--- src/rtl/mesi_pkg.sv ---
package mesi_pkg;
   typedef enum logic [1:0] {ST_I = 2'd0, ST_S = 2'd1, ST_E = 2'd2, ST_M = 2'd3} mesi_t;
   typedef enum logic [2:0] {
      CMD_NONE = 3'd0, CMD_RD = 3'd1, CMD_RDX = 3'd2, CMD_UPGR = 3'd3, CMD_WB = 3'd4
   } bus_cmd_t;
   typedef enum logic [1:0] {P_IDLE, P_CHECK, P_ARB, P_FILL} cpu_ph_t;
endpackage

--- src/rtl/mesi_line_store.sv ---
module mesi_line_store
   import mesi_pkg::*;
#(
   parameter int SETS = 4,
   parameter int IW   = 2,
   parameter int TW   = 4,
   parameter int DW   = 16
) (
   input  logic          clk,
   input  logic          rst_n,
   input  logic [IW-1:0] c_idx,
   output mesi_t         c_st,
   output logic [TW-1:0] c_tag,
   output logic [DW-1:0] c_data,
   input  logic [IW-1:0] s_idx,
   output mesi_t         s_st,
   output logic [TW-1:0] s_tag,
   output logic [DW-1:0] s_data,
   input  logic          c_st_we,
   input  logic          c_tag_we,
   input  logic          c_data_we,
   input  mesi_t         c_wst,
   input  logic [TW-1:0] c_wtag,
   input  logic [DW-1:0] c_wdata,
   input  logic          s_we,
   input  mesi_t         s_wst
);
   mesi_t         st_arr   [SETS];
   logic [TW-1:0] tag_arr  [SETS];
   logic [DW-1:0] data_arr [SETS];

   for (genvar g = 0; g < SETS; g++) begin : g_set
      mesi_t         st_r;
      logic [TW-1:0] tag_r;
      logic [DW-1:0] data_r;
      logic          c_sel, s_sel;
      assign c_sel = (c_idx == IW'(g));
      assign s_sel = (s_idx == IW'(g));
      always_ff @(posedge clk or negedge rst_n) begin
         if (!rst_n) begin
            st_r   <= ST_I;
            tag_r  <= '0;
            data_r <= '0;
         end else begin
            if (s_we && s_sel)            st_r <= s_wst;
            else if (c_st_we && c_sel)    st_r <= c_wst;
            if (c_tag_we && c_sel)        tag_r  <= c_wtag;
            if (c_data_we && c_sel)       data_r <= c_wdata;
         end
      end
      assign st_arr[g]   = st_r;
      assign tag_arr[g]  = tag_r;
      assign data_arr[g] = data_r;
   end

   assign c_st   = st_arr[c_idx];
   assign c_tag  = tag_arr[c_idx];
   assign c_data = data_arr[c_idx];
   assign s_st   = st_arr[s_idx];
   assign s_tag  = tag_arr[s_idx];
   assign s_data = data_arr[s_idx];

   // a snoop update and a processor state update never hit one set on one edge
   assert_single_writer_R10: assert property (@(posedge clk) disable iff (!rst_n)
      !(s_we && c_st_we && (s_idx == c_idx)));
   // data is only written together with an owned or freshly filled state
   assert_data_owned_R4: assert property (@(posedge clk) disable iff (!rst_n)
      c_data_we |-> (c_st_we && c_wst != ST_I));
endmodule

--- src/rtl/mesi_snoop_unit.sv ---
module mesi_snoop_unit
   import mesi_pkg::*;
#(
   parameter int AW      = 6,
   parameter int IW      = 2,
   parameter int TW      = 4,
   parameter int DW      = 16,
   parameter int SNP_LAT = 2
) (
   input  logic          clk,
   input  logic          rst_n,
   input  logic          snp_valid,
   input  logic [2:0]    snp_cmd,
   input  logic [AW-1:0] snp_addr,
   output logic [IW-1:0] s_idx,
   input  mesi_t         s_st,
   input  logic [TW-1:0] s_tag,
   input  logic [DW-1:0] s_data,
   output logic          s_we,
   output mesi_t         s_wst,
   output logic          busy,
   output logic          final_cyc,
   output logic          shared_o,
   output logic          dirty_o,
   output logic [DW-1:0] flush_o
);
   localparam int CW = $clog2(SNP_LAT + 1);

   logic [CW-1:0] cnt_q;
   logic [2:0]    cmd_q;
   logic [AW-1:0] addr_q;
   logic          hit, is_rd, is_own;

   assign s_idx     = addr_q[IW-1:0];
   assign final_cyc = busy && (cnt_q == CW'(1));
   assign hit       = (s_st != ST_I) && (s_tag == addr_q[AW-1:IW]);
   assign is_rd     = (cmd_q == CMD_RD);
   assign is_own    = (cmd_q == CMD_RDX) || (cmd_q == CMD_UPGR);
   assign s_we      = final_cyc && hit && (is_rd || is_own);
   assign s_wst     = is_rd ? ST_S : ST_I;

   always_ff @(posedge clk or negedge rst_n) begin
      if (!rst_n) begin
         busy     <= 1'b0;
         cnt_q    <= '0;
         cmd_q    <= '0;
         addr_q   <= '0;
         shared_o <= 1'b0;
         dirty_o  <= 1'b0;
         flush_o  <= '0;
      end else begin
         shared_o <= 1'b0;
         dirty_o  <= 1'b0;
         if (!busy) begin
            if (snp_valid) begin
               busy   <= 1'b1;
               cnt_q  <= CW'(SNP_LAT);
               cmd_q  <= snp_cmd;
               addr_q <= snp_addr;
            end
         end else if (final_cyc) begin
            busy     <= 1'b0;
            shared_o <= hit && is_rd;
            dirty_o  <= hit && (s_st == ST_M) && (is_rd || (cmd_q == CMD_RDX));
            flush_o  <= s_data;
         end else begin
            cnt_q <= cnt_q - CW'(1);
         end
      end
   end

   // answers appear only in the cycle right after inhibit falls
   assert_answer_after_inhibit_R9: assert property (@(posedge clk) disable iff (!rst_n)
      (shared_o || dirty_o) |-> (!busy && $past(busy)));
   // dirty is only raised for a line that was Modified at lookup
   assert_dirty_from_mod_R7: assert property (@(posedge clk) disable iff (!rst_n)
      dirty_o |-> $past(s_st == ST_M));
   // an ownership snoop that hit leaves the set Invalid
   assert_own_invalidates_R8: assert property (@(posedge clk) disable iff (!rst_n)
      (final_cyc && hit && is_own) |=> (s_st == ST_I));
endmodule

--- src/rtl/mesi_cpu_ctrl.sv ---
module mesi_cpu_ctrl
   import mesi_pkg::*;
#(
   parameter int AW = 6,
   parameter int IW = 2,
   parameter int TW = 4,
   parameter int DW = 16
) (
   input  logic          clk,
   input  logic          rst_n,
   input  logic          cpu_req,
   input  logic          cpu_we,
   input  logic [AW-1:0] cpu_addr,
   input  logic [DW-1:0] cpu_wdata,
   output logic          cpu_ready,
   output logic [DW-1:0] cpu_rdata,
   output logic          bus_req,
   input  logic          bus_gnt,
   output logic [2:0]    out_cmd,
   output logic [AW-1:0] out_addr,
   output logic [DW-1:0] out_data,
   input  logic          rsp_valid,
   input  logic          rsp_shared,
   input  logic [DW-1:0] rsp_data,
   input  logic          snp_busy,
   input  logic          snp_final,
   output logic [IW-1:0] c_idx,
   input  mesi_t         c_st,
   input  logic [TW-1:0] c_tag,
   input  logic [DW-1:0] c_data,
   output logic          c_st_we,
   output logic          c_tag_we,
   output logic          c_data_we,
   output mesi_t         c_wst,
   output logic [TW-1:0] c_wtag,
   output logic [DW-1:0] c_wdata
);
   cpu_ph_t       ph_q, ph_d;
   logic          we_q, fill_x_q, fill_x_d;
   logic [AW-1:0] addr_q;
   logic [DW-1:0] wdata_q;
   logic          rdy_d;
   logic [DW-1:0] rdata_d;
   bus_cmd_t      cmd;
   logic          tag_eq, granted;

   assign c_idx   = addr_q[IW-1:0];
   assign tag_eq  = (c_tag == addr_q[AW-1:IW]);
   assign bus_req = (ph_q == P_ARB);
   assign granted = bus_req && bus_gnt;

   // command is re-derived each cycle from the live line state (transient upgrade)
   always_comb begin
      cmd = CMD_NONE;
      if (ph_q == P_ARB) begin
         if (we_q && tag_eq && c_st == ST_S)  cmd = CMD_UPGR;
         else if (c_st == ST_M && !tag_eq)    cmd = CMD_WB;
         else if (we_q)                       cmd = CMD_RDX;
         else                                 cmd = CMD_RD;
      end
   end

   assign out_cmd  = cmd;
   assign out_addr = (cmd == CMD_WB) ? {c_tag, c_idx} : addr_q;
   assign out_data = c_data;
   assign c_wtag   = addr_q[AW-1:IW];

   always_comb begin
      ph_d      = ph_q;
      fill_x_d  = fill_x_q;
      rdy_d     = 1'b0;
      rdata_d   = cpu_rdata;
      c_st_we   = 1'b0;
      c_tag_we  = 1'b0;
      c_data_we = 1'b0;
      c_wst     = ST_I;
      c_wdata   = wdata_q;
      unique case (ph_q)
         P_IDLE: if (cpu_req) ph_d = P_CHECK;
         P_CHECK: if (!snp_final) begin
            if (tag_eq && c_st != ST_I && (!we_q || c_st == ST_E || c_st == ST_M)) begin
               rdy_d   = 1'b1;
               rdata_d = c_data;
               ph_d    = P_IDLE;
               if (we_q) begin
                  c_st_we   = 1'b1;
                  c_data_we = 1'b1;
                  c_wst     = ST_M;
               end
            end else begin
               ph_d = P_ARB;
            end
         end
         P_ARB: if (bus_gnt) begin
            unique case (cmd)
               CMD_UPGR: begin
                  c_st_we   = 1'b1;
                  c_data_we = 1'b1;
                  c_wst     = ST_M;
                  rdy_d     = 1'b1;
                  ph_d      = P_IDLE;
               end
               CMD_WB: begin
                  c_st_we = 1'b1;
                  c_wst   = ST_I;
               end
               default: begin
                  fill_x_d = (cmd == CMD_RDX);
                  ph_d     = P_FILL;
               end
            endcase
         end
         P_FILL: if (rsp_valid) begin
            c_st_we   = 1'b1;
            c_tag_we  = 1'b1;
            c_data_we = 1'b1;
            c_wst     = fill_x_q ? ST_M : (rsp_shared ? ST_S : ST_E);
            c_wdata   = fill_x_q ? wdata_q : rsp_data;
            rdy_d     = 1'b1;
            rdata_d   = rsp_data;
            ph_d      = P_IDLE;
         end
         default: ph_d = P_IDLE;
      endcase
   end

   always_ff @(posedge clk or negedge rst_n) begin
      if (!rst_n) begin
         ph_q      <= P_IDLE;
         we_q      <= 1'b0;
         fill_x_q  <= 1'b0;
         addr_q    <= '0;
         wdata_q   <= '0;
         cpu_ready <= 1'b0;
         cpu_rdata <= '0;
      end else begin
         ph_q      <= ph_d;
         fill_x_q  <= fill_x_d;
         cpu_ready <= rdy_d;
         cpu_rdata <= rdata_d;
         if (ph_q == P_IDLE && cpu_req) begin
            we_q    <= cpu_we;
            addr_q  <= cpu_addr;
            wdata_q <= cpu_wdata;
         end
      end
   end

   // completion is a single-cycle pulse
   assert_ready_pulse_R12: assert property (@(posedge clk) disable iff (!rst_n)
      cpu_ready |=> !cpu_ready);
   // the bus is never granted to us while a snoop lookup is open
   assert_no_grant_in_snoop_R10: assert property (@(posedge clk) disable iff (!rst_n)
      bus_gnt |-> !snp_busy);
   // a granted write-back leaves the victim set Invalid
   assert_wb_clears_R11: assert property (@(posedge clk) disable iff (!rst_n)
      (granted && cmd == CMD_WB) |=> (c_st == ST_I));
   // an upgrade is only offered for a line still held Shared
   assert_upgr_needs_shared_R4: assert property (@(posedge clk) disable iff (!rst_n)
      (bus_req && out_cmd == 3'(CMD_UPGR)) |-> (c_st == ST_S));
   // fill data only arrives while a fill is awaited
   assert_fill_when_waiting_R2: assert property (@(posedge clk) disable iff (!rst_n)
      rsp_valid |-> (ph_q == P_FILL));
endmodule

--- src/rtl/mesi_line_ctrl.sv ---
module mesi_line_ctrl
   import mesi_pkg::*;
#(
   parameter int SETS    = 4,
   parameter int AW      = 6,
   parameter int DW      = 16,
   parameter int SNP_LAT = 2
) (
   input  logic          clk,
   input  logic          rst_n,
   input  logic          cpu_req,
   input  logic          cpu_we,
   input  logic [AW-1:0] cpu_addr,
   input  logic [DW-1:0] cpu_wdata,
   output logic          cpu_ready,
   output logic [DW-1:0] cpu_rdata,
   output logic          bus_req,
   input  logic          bus_gnt,
   output logic [2:0]    out_cmd,
   output logic [AW-1:0] out_addr,
   output logic [DW-1:0] out_data,
   input  logic          rsp_valid,
   input  logic          rsp_shared,
   input  logic [DW-1:0] rsp_data,
   input  logic          snp_valid,
   input  logic [2:0]    snp_cmd,
   input  logic [AW-1:0] snp_addr,
   output logic          snp_inhibit,
   output logic          snp_shared,
   output logic          snp_dirty,
   output logic [DW-1:0] snp_flush_data
);
   localparam int IW = $clog2(SETS);
   localparam int TW = AW - IW;

   if (SETS < 2 || (SETS & (SETS - 1)) != 0) begin : g_bad_sets
      $error("SETS must be a power of two of at least 2");
   end
   if (TW < 1) begin : g_bad_aw
      $error("AW must exceed the index width");
   end
   if (SNP_LAT < 1) begin : g_bad_lat
      $error("SNP_LAT must be at least 1");
   end

   logic [IW-1:0] c_idx, s_idx;
   mesi_t         c_st, s_st, c_wst, s_wst;
   logic [TW-1:0] c_tag, s_tag, c_wtag;
   logic [DW-1:0] c_data, s_data, c_wdata;
   logic          c_st_we, c_tag_we, c_data_we, s_we;
   logic          snp_final;

   mesi_line_store #(.SETS(SETS), .IW(IW), .TW(TW), .DW(DW)) u_store (
      .clk, .rst_n,
      .c_idx, .c_st, .c_tag, .c_data,
      .s_idx, .s_st, .s_tag, .s_data,
      .c_st_we, .c_tag_we, .c_data_we, .c_wst, .c_wtag, .c_wdata,
      .s_we, .s_wst
   );

   mesi_snoop_unit #(.AW(AW), .IW(IW), .TW(TW), .DW(DW), .SNP_LAT(SNP_LAT)) u_snoop (
      .clk, .rst_n,
      .snp_valid, .snp_cmd, .snp_addr,
      .s_idx, .s_st, .s_tag, .s_data, .s_we, .s_wst,
      .busy(snp_inhibit), .final_cyc(snp_final),
      .shared_o(snp_shared), .dirty_o(snp_dirty), .flush_o(snp_flush_data)
   );

   mesi_cpu_ctrl #(.AW(AW), .IW(IW), .TW(TW), .DW(DW)) u_cpu (
      .clk, .rst_n,
      .cpu_req, .cpu_we, .cpu_addr, .cpu_wdata, .cpu_ready, .cpu_rdata,
      .bus_req, .bus_gnt, .out_cmd, .out_addr, .out_data,
      .rsp_valid, .rsp_shared, .rsp_data,
      .snp_busy(snp_inhibit), .snp_final,
      .c_idx, .c_st, .c_tag, .c_data,
      .c_st_we, .c_tag_we, .c_data_we, .c_wst, .c_wtag, .c_wdata
   );
endmodule

--- config.mk ---
export PLATFORM = sky130hd
export DESIGN_NAME = mesi_line_ctrl
export DESIGN_NICKNAME = d
export VERILOG_FILES = /design/src/rtl/mesi_pkg.sv /design/src/rtl/mesi_line_store.sv /design/src/rtl/mesi_snoop_unit.sv /design/src/rtl/mesi_cpu_ctrl.sv /design/src/rtl/mesi_line_ctrl.sv
export SDC_FILE = /design/constraint.sdc
export NUM_CORES = 1
export LEC_CHECK = 0
export ABC_AREA = 1
export ABC_CLOCK_PERIOD_IN_PS = 4290
export BUFFER_PORTS_ARGS = -buffer_cell sky130_fd_sc_hd__buf_2
export CAP_MARGIN = 0
export CORE_ASPECT_RATIO = 1.4
export CORE_MARGIN = 3
export CORE_UTILIZATION = 35
export DETAILED_ROUTE_END_ITERATION = 8
export GPL_TIMING_DRIVEN = 0
export SLEW_MARGIN = 20
export SYNTH_ARGS = -nofsm -noshare
export SYNTH_HDL_FRONTEND = slang
export SYNTH_HIERARCHICAL = 1
export SYNTH_SLANG_ARGS = --single-unit
--- constraint.sdc ---
create_clock -name clk -period 4.29 [get_ports clk]
set_input_delay 0.429 -clock clk [delete_from_list [all_inputs] [get_ports clk]]
set_output_delay 0.429 -clock clk [all_outputs]
set_load 0.02 [all_outputs]
==> impl_metrics.ini, run 1 <==
[pwr]
p_clk_share_pct = 18.9
p_total_mw = 8.34
power_frac_comb_pct = 48.7
power.switching_mw = 3.79
seqPwrFrac_pct = 32.4
cellLeakagePower_nw = 5.22
irDropWorstVdd_uv = 430
p_sw_share_pct = 45.4
p_int_mw = 4.55
power.density_nw_per_um2 = 833

[layout]
drive_above_1_share_pct = 23.0
multi_input_area_um2 = 3530
final_cell_count_no_fill = 1520
seq_area_um2 = 4030
layout_common_cells = 395 x nand2_1, 161 x dfrtp_1, 139 x buf_2, 86 x inv_1, 60 x o21ai_1
area_growth_pct = 19.7
finalInstanceArea_um2 = 10000
n_fill_cell = 2390
final_common_cell = nand2_1
antennaDiodeCount = 0
nNetsFinal = 1257

[sta]
slew_violations = 0
fmax_mhz = 268
relSlewSlack_pct = 52.0
fin_skew_ns = 0.00783
hold_viol = 0
fin_crit_sh_pct = 86.8
finalSetupTns_ns = 0
setup_slack_ns = 0.565
worst_pin_slew_ns = 0.720
grt_setup_unrepaired = false
finalCriticalPeriod_ns = 3.73
setup_violations = 0

[drt]
drc = 0
drt_iter0_drc = 591
ant_nets = 0
post_drt_wl_per_cell_um = 16.8
vias_per_cell = 4.94
wirelength_um = 25500
vias = 7506
drtPass1Iterations = 5

[placed_design]
post-place-cells = 1487
place_hpwl_um = 18700
dpl_cell_area_um2 = 9400
gp_congestion = 0.865
dp_worst_setup_slack_ns = 0.745
port_buffers = 116

[setup_path]
crit_required_ns = 3.86
arrival_ns = 3.30
max_stage_delay_ns = 0.58
path_cells = nor2_4, clkbuf_1, a22oi_1, nand2_1, inv_1, nand2_1, nand2_1, nor2_1, nand2_2, nand3_2, buf_4, nand2_1, o21ai_0, buf_2
cpMostUsedCell = nand2_1
critPathSlowestCell = clkbuf_1
cp-start-kind = register
worst-path-max-fanout = 10
end_kind = primary output
reg2reg_depth = 15
rrSetupSlack_ns = 0.70
worstSetupPathType = register to primary output

[cts]
clk_latency_ns = 0.43
htreeDepth = 4
ctsHoldBuffers = 1
cts_resized = 0
cts_tree = yes
numCtsBuffers = 17
clk_pin_slew_worst_paths_ns = 0.07
cts_setup_buffers = 0
clk_path_buf_depth = 2
cts.sinks = 161
root_buffer = clkbuf_16

[floorplanning]
core_um2 = 23400
start_util_pct = 35.8
dieArea_um2 = 25800
die_x_um = 137
ios = 117
placementRows = 66
die_h_um = 189

[synthesis]
netlist_instances = 1063
yosysUniqueCellTypes = 34
synth_fp_nets = 1119
synth_seq_cells = 161
ys.warnings.count = 6
ys.flop_type = dfrtp_1
synth_async_sr_flop_share_pct = 100
synth_edf_count = 0
syn_area_per_cell_um2 = 7.87
syn_area_um2 = 8370
yosysSeqAreaShare_pct = 48.2

[job]
maxCapViolCount = 0

[run_status]
outcome = completed

[min_path]
hp-class = input pin to register
whs_path_depth = 2

[global_routing]
grt_max_degree = 59
grt_antenna_before_repair = 0
grt_pass1_vias = 7409
grt-ovfl-total = 0
grt_pass1_wl_um = 40100
grt_usage_pct = 20.2
cells by family after synthesis:
group / after synthesis / synth area share, %
flops: 161 / 48.2
compound gates: 169 / 11.4
mux: 24 / 3.41
fa+ha+maj: 1 / 0.150
buf+inv: 162 / 9.71
simple gates: 545 / 27.1
other cells: 1 / 0.0448
cell usage after synthesis (2+ instances only):
master	number	area share, %
nor3_1	2	0.12
nor2_1	58	2.6
buf_2	24	1.4
a21oi_1	36	2.2
a22oi_1	8	0.72
buf_4	24	2.2
o21ai_1	60	3.6
inv_2	8	0.36
buf_6	11	1.5
o21ai_2	19	2.0
inv_1	86	3.9
nor2_2	3	0.22
nor2_4	2	0.27
nand3_1	28	1.7
o21ai_0	40	2.4
nand3_2	2	0.24
nand2_2	9	0.67
mux2_4	4	0.72
clkbuf_1	8	0.36
nand4_1	42	3.1
mux2_2	20	2.7
nand2_1	395	18
nand2_4	2	0.27
o211ai_1	2	0.18
dfrtp_1	161	48
power groups by stage:
stage	combinational, mW	sequential (mW)	clock, mW
final	4.06	2.70	1.57
after CTS	4.08	2.70	1.61
after detailed placement	4.07	2.71	0
after global routing	4.50	2.79	1.66
after global placement	4.00	2.71	0
after floorplan	2.68	2.75	0
final timing paths:
kind,startpoint,end
setup / recovery,u_cpu/addr_q[1]$_DFFE_PN0P_,out_addr[2]
hold / removal,cpu_wdata[10],u_cpu/wdata_q[10]$_DFFE_PN0P_
setup reg to reg,u_cpu/addr_q[1]$_DFFE_PN0P_,u_store/g_set[0].data_r[13]$_DFFE_PN0P_
hold reg to reg,u_snoop/flush_o[11]$_DFFE_PN0P_,u_snoop/flush_o[11]$_DFFE_PN0P_
max in group asynchronous,rst_n,u_cpu/ph_q[0]$_DFFE_PN0P_
min in group asynchronous,rst_n,u_snoop/busy$_DFF_PN0_
layout make-up:
class                      count  area share [%]
buffer                        68            4.59
clock buffer                  21            4.50
clock inverter                11            1.55
inverter                      94            3.52
multi-input combinational    740            35.2
sequential                   161            40.2
tap                          306            3.82
timing repair buffer         119            6.55
state kept, by name, summed over array words and instances (netlist names):
name                  cells
u_store/g_set.data_r     64
u_cpu/cpu_rdata          16
u_cpu/wdata_q            16
u_snoop/flush_o          16
u_store/g_set.tag_r      16
u_store/g_set.st_r        8
u_cpu/addr_q              6
u_snoop/addr_q            6
u_snoop/cmd_q             3
u_cpu/ph_q                2
u_snoop/cnt_q             2
u_cpu/cpu_ready           1
u_cpu/fill_x_q            1
u_cpu/we_q                1
u_snoop/busy              1
u_snoop/dirty_o           1
u_snoop/shared_o          1
worst max-delay path: cells and delay by family, from the launching register on:
kind	cells	cell delay (ns)
compound gates	2	0.27
simple gates	8	1.04
buf+inv	4	1.02
flops	1	0.54
metrics by stage:
stage	hold slack [ns]	utilization, %
6_report	0.225	42.8
5_1_grt	0.218	42.8
4_1_cts	0.213	42.8
3_5_place_dp	0.365	40.2
3_3_place_gp	0.464	39.9
2_1_floorplan	0.133	-
routing by layer:
metal  track usage [%]  part of all wire (%)  vias up
li1                  -                     -     3668
met1              24.6                    41     3551
met2              35.4                    52      243
met3              3.35                   4.9       44
met4              7.53                   2.7        0
met5                 0                     0        -
(Power assumes the default switching activity.)
==> run 2, diff against run 1 <==
- REMOVE_ABC_BUFFERS: not set -> 1
==> run 2 against run 1 <==
  * Worst setup slack got worse by 0.11 ns
  * Power fell by 5.5%
  * Final area fell by 4.7%
  * Sequential power barely moved
  * Clock skew rose by 0.0034 ns
  * Critical path depth fell by 1
  * First-iteration DRC count fell by 20%
  * Utilization fell by 2.0 points
  * Worst hold slack improved by 0.0052 ns
  * Cell count fell by 4.5%
==> impl_metrics.ini, run 2 (synthesis gave the netlist of run 1 again) <==
[min_path]
hold_start = cpu_wdata[3]
hp-class = input pin to register
whs_path_depth = 2

[cts]
cts_tree = yes
numCtsBuffers = 17
cts.sinks = 161
root_buffer = clkbuf_16
htreeDepth = 4
ctsHoldBuffers = 1
clk_pin_slew_worst_paths_ns = 0.07
cts_setup_buffers = 0
clk_latency_ns = 0.43
clk_path_buf_depth = 2
cts_resized = 0

[pwr]
irDropWorstVdd_uv = 440
power_frac_comb_pct = 45.4
p_int_mw = 4.23
power.switching_mw = 3.65
cellLeakagePower_nw = 4.92
seqPwrFrac_pct = 34.6
power.density_nw_per_um2 = 826
p_sw_share_pct = 46.3
p_clk_share_pct = 20.0

[layout]
nNetsFinal = 1188
final_cell_count_no_fill = 1451
area_growth_pct = 14.0
largest_reg_flops = 64
final_common_cell = nand2_1
drive_above_1_share_pct = 19.6
antennaDiodeCount = 0
finalInstanceArea_um2 = 9540
regMostFlops = u_store/g_set.data_r
n_fill_cell = 2436
layout_common_cells = 393 x nand2_1, 161 x dfrtp_1, 115 x buf_2, 86 x inv_1, 60 x o21ai_1

[drt]
ant_nets = 0
vias_per_cell = 4.87
post_drt_wl_per_cell_um = 16.0
drc = 0
drtPass1Iterations = 5
vias = 7072
drt_iter0_drc = 472
wirelength_um = 23100

[global_routing]
grt_max_degree = 94
grt_pass1_vias = 6900
grt_pass1_wl_um = 37200
grt_antenna_before_repair = 0
grt-ovfl-total = 0
grt_usage_pct = 18.5

[placed_design]
port_buffers = 116
gp_congestion = 0.820
dpl_cell_area_um2 = 8920
dp_worst_setup_slack_ns = 0.0372
place_hpwl_um = 14700
post-place-cells = 1418

[floorplanning]
placementRows = 66
start_util_pct = 35.8
die_x_um = 137
core_um2 = 23400
die_h_um = 189
dieArea_um2 = 25800
ios = 117

[sta]
slew_violations = 0
whs_ns = 0.230
setup_violations = 0
setup_slack_ns = 0.452
finalSetupTns_ns = 0
fin_skew_ns = 0.0112
relSlewSlack_pct = 40.4
worst_pin_slew_ns = 0.893
grt_setup_unrepaired = false
fmax_mhz = 261
fin_crit_sh_pct = 89.5
hold_viol = 0
finalCriticalPeriod_ns = 3.84

[setup_path]
cp-start-kind = register
critPathLaunch = u_cpu/addr_q[0]$_DFFE_PN0P_
reg2reg_depth = 14
rrSetupSlack_ns = 0.47
worstSetupPathType = register to primary output
worst-path-max-fanout = 25
crit-reg2reg-launch = u_cpu/addr_q[0]$_DFFE_PN0P_
end_kind = primary output
crit_required_ns = 3.86
arrival_ns = 3.41

[job]
maxCapViolCount = 0

[run_status]
outcome = completed
## run 2: layout make-up
| class | count | area [µm²] | share of cell area (%) |
|---|---|---|---|
| Clock buffer | 18 | 439 | 4.61 |
| Inverter | 94 | 353 | 3.70 |
| Sequential cell | 161 | 4030 | 42.2 |
| Timing Repair Buffer | 118 | 628 | 6.59 |
| Tap cell | 306 | 383 | 4.01 |
| Clock inverter | 14 | 164 | 1.72 |
| Multi-Input combinational cell | 740 | 3540 | 37.1 |
## run 2: critical path, stage by stage, from the launching register on
cell	delay (ns)
dfrtp_1	0.55
inv_2	0.11
nor2_4	0.65
nand2_1	0.10
nand4_1	0.15
inv_1	0.06
nand2_1	0.05
nand2_1	0.04
nor2_1	0.33
nand2_2	0.17
nand3_2	0.30
nand2_1	0.08
o21ai_0	0.13
buf_2	0.23
## run 2: worst paths after layout
kind | endpoint
worst min-delay path | u_cpu/wdata_q[3]$_DFFE_PN0P_
min in group asynchronous | u_snoop/cnt_q[1]$_DFFE_PN0P_
worst max-delay path | out_addr[2]
max in group asynchronous | u_cpu/cpu_rdata[13]$_DFFE_PN0P_
worst min register to register | u_snoop/flush_o[13]$_DFFE_PN0P_
worst max register to register | u_store/g_set[0].data_r[14]$_DFFE_PN0P_
## run 2: stage by stage
| stage | util [%] | power, mW |
|---|---|---|
| 6_report | 40.8 | 7.88 |
| 5_1_grt | 40.8 | 8.51 |
| 4_1_cts | 40.8 | 7.96 |
| 3_5_place_dp | 38.2 | 6.35 |
| 3_3_place_gp | 38.0 | 6.27 |
| 2_1_floorplan | - | 5.09 |
## run 2: power groups by stage
stage          clock (mW)  combinational [mW]  sequential, mW
6_report             1.58                3.58            2.72
5_1_grt              1.68                4.01            2.82
4_1_cts              1.61                3.63            2.72
3_5_place_dp            0                3.61            2.74
3_3_place_gp            0                3.56            2.71
2_1_floorplan           0                2.31            2.78
## run 2: layer usage
metal / GRT usage (%) / part of all wire (%) / up-vias
met1: 23.7 / 43 / 3312
met5: 0 / 0 / -
li1: - / - / 3538
met3: 3.14 / 5.0 / 26
met2: 31.4 / 50 / 196
met4: 6.40 / 2.0 / 0
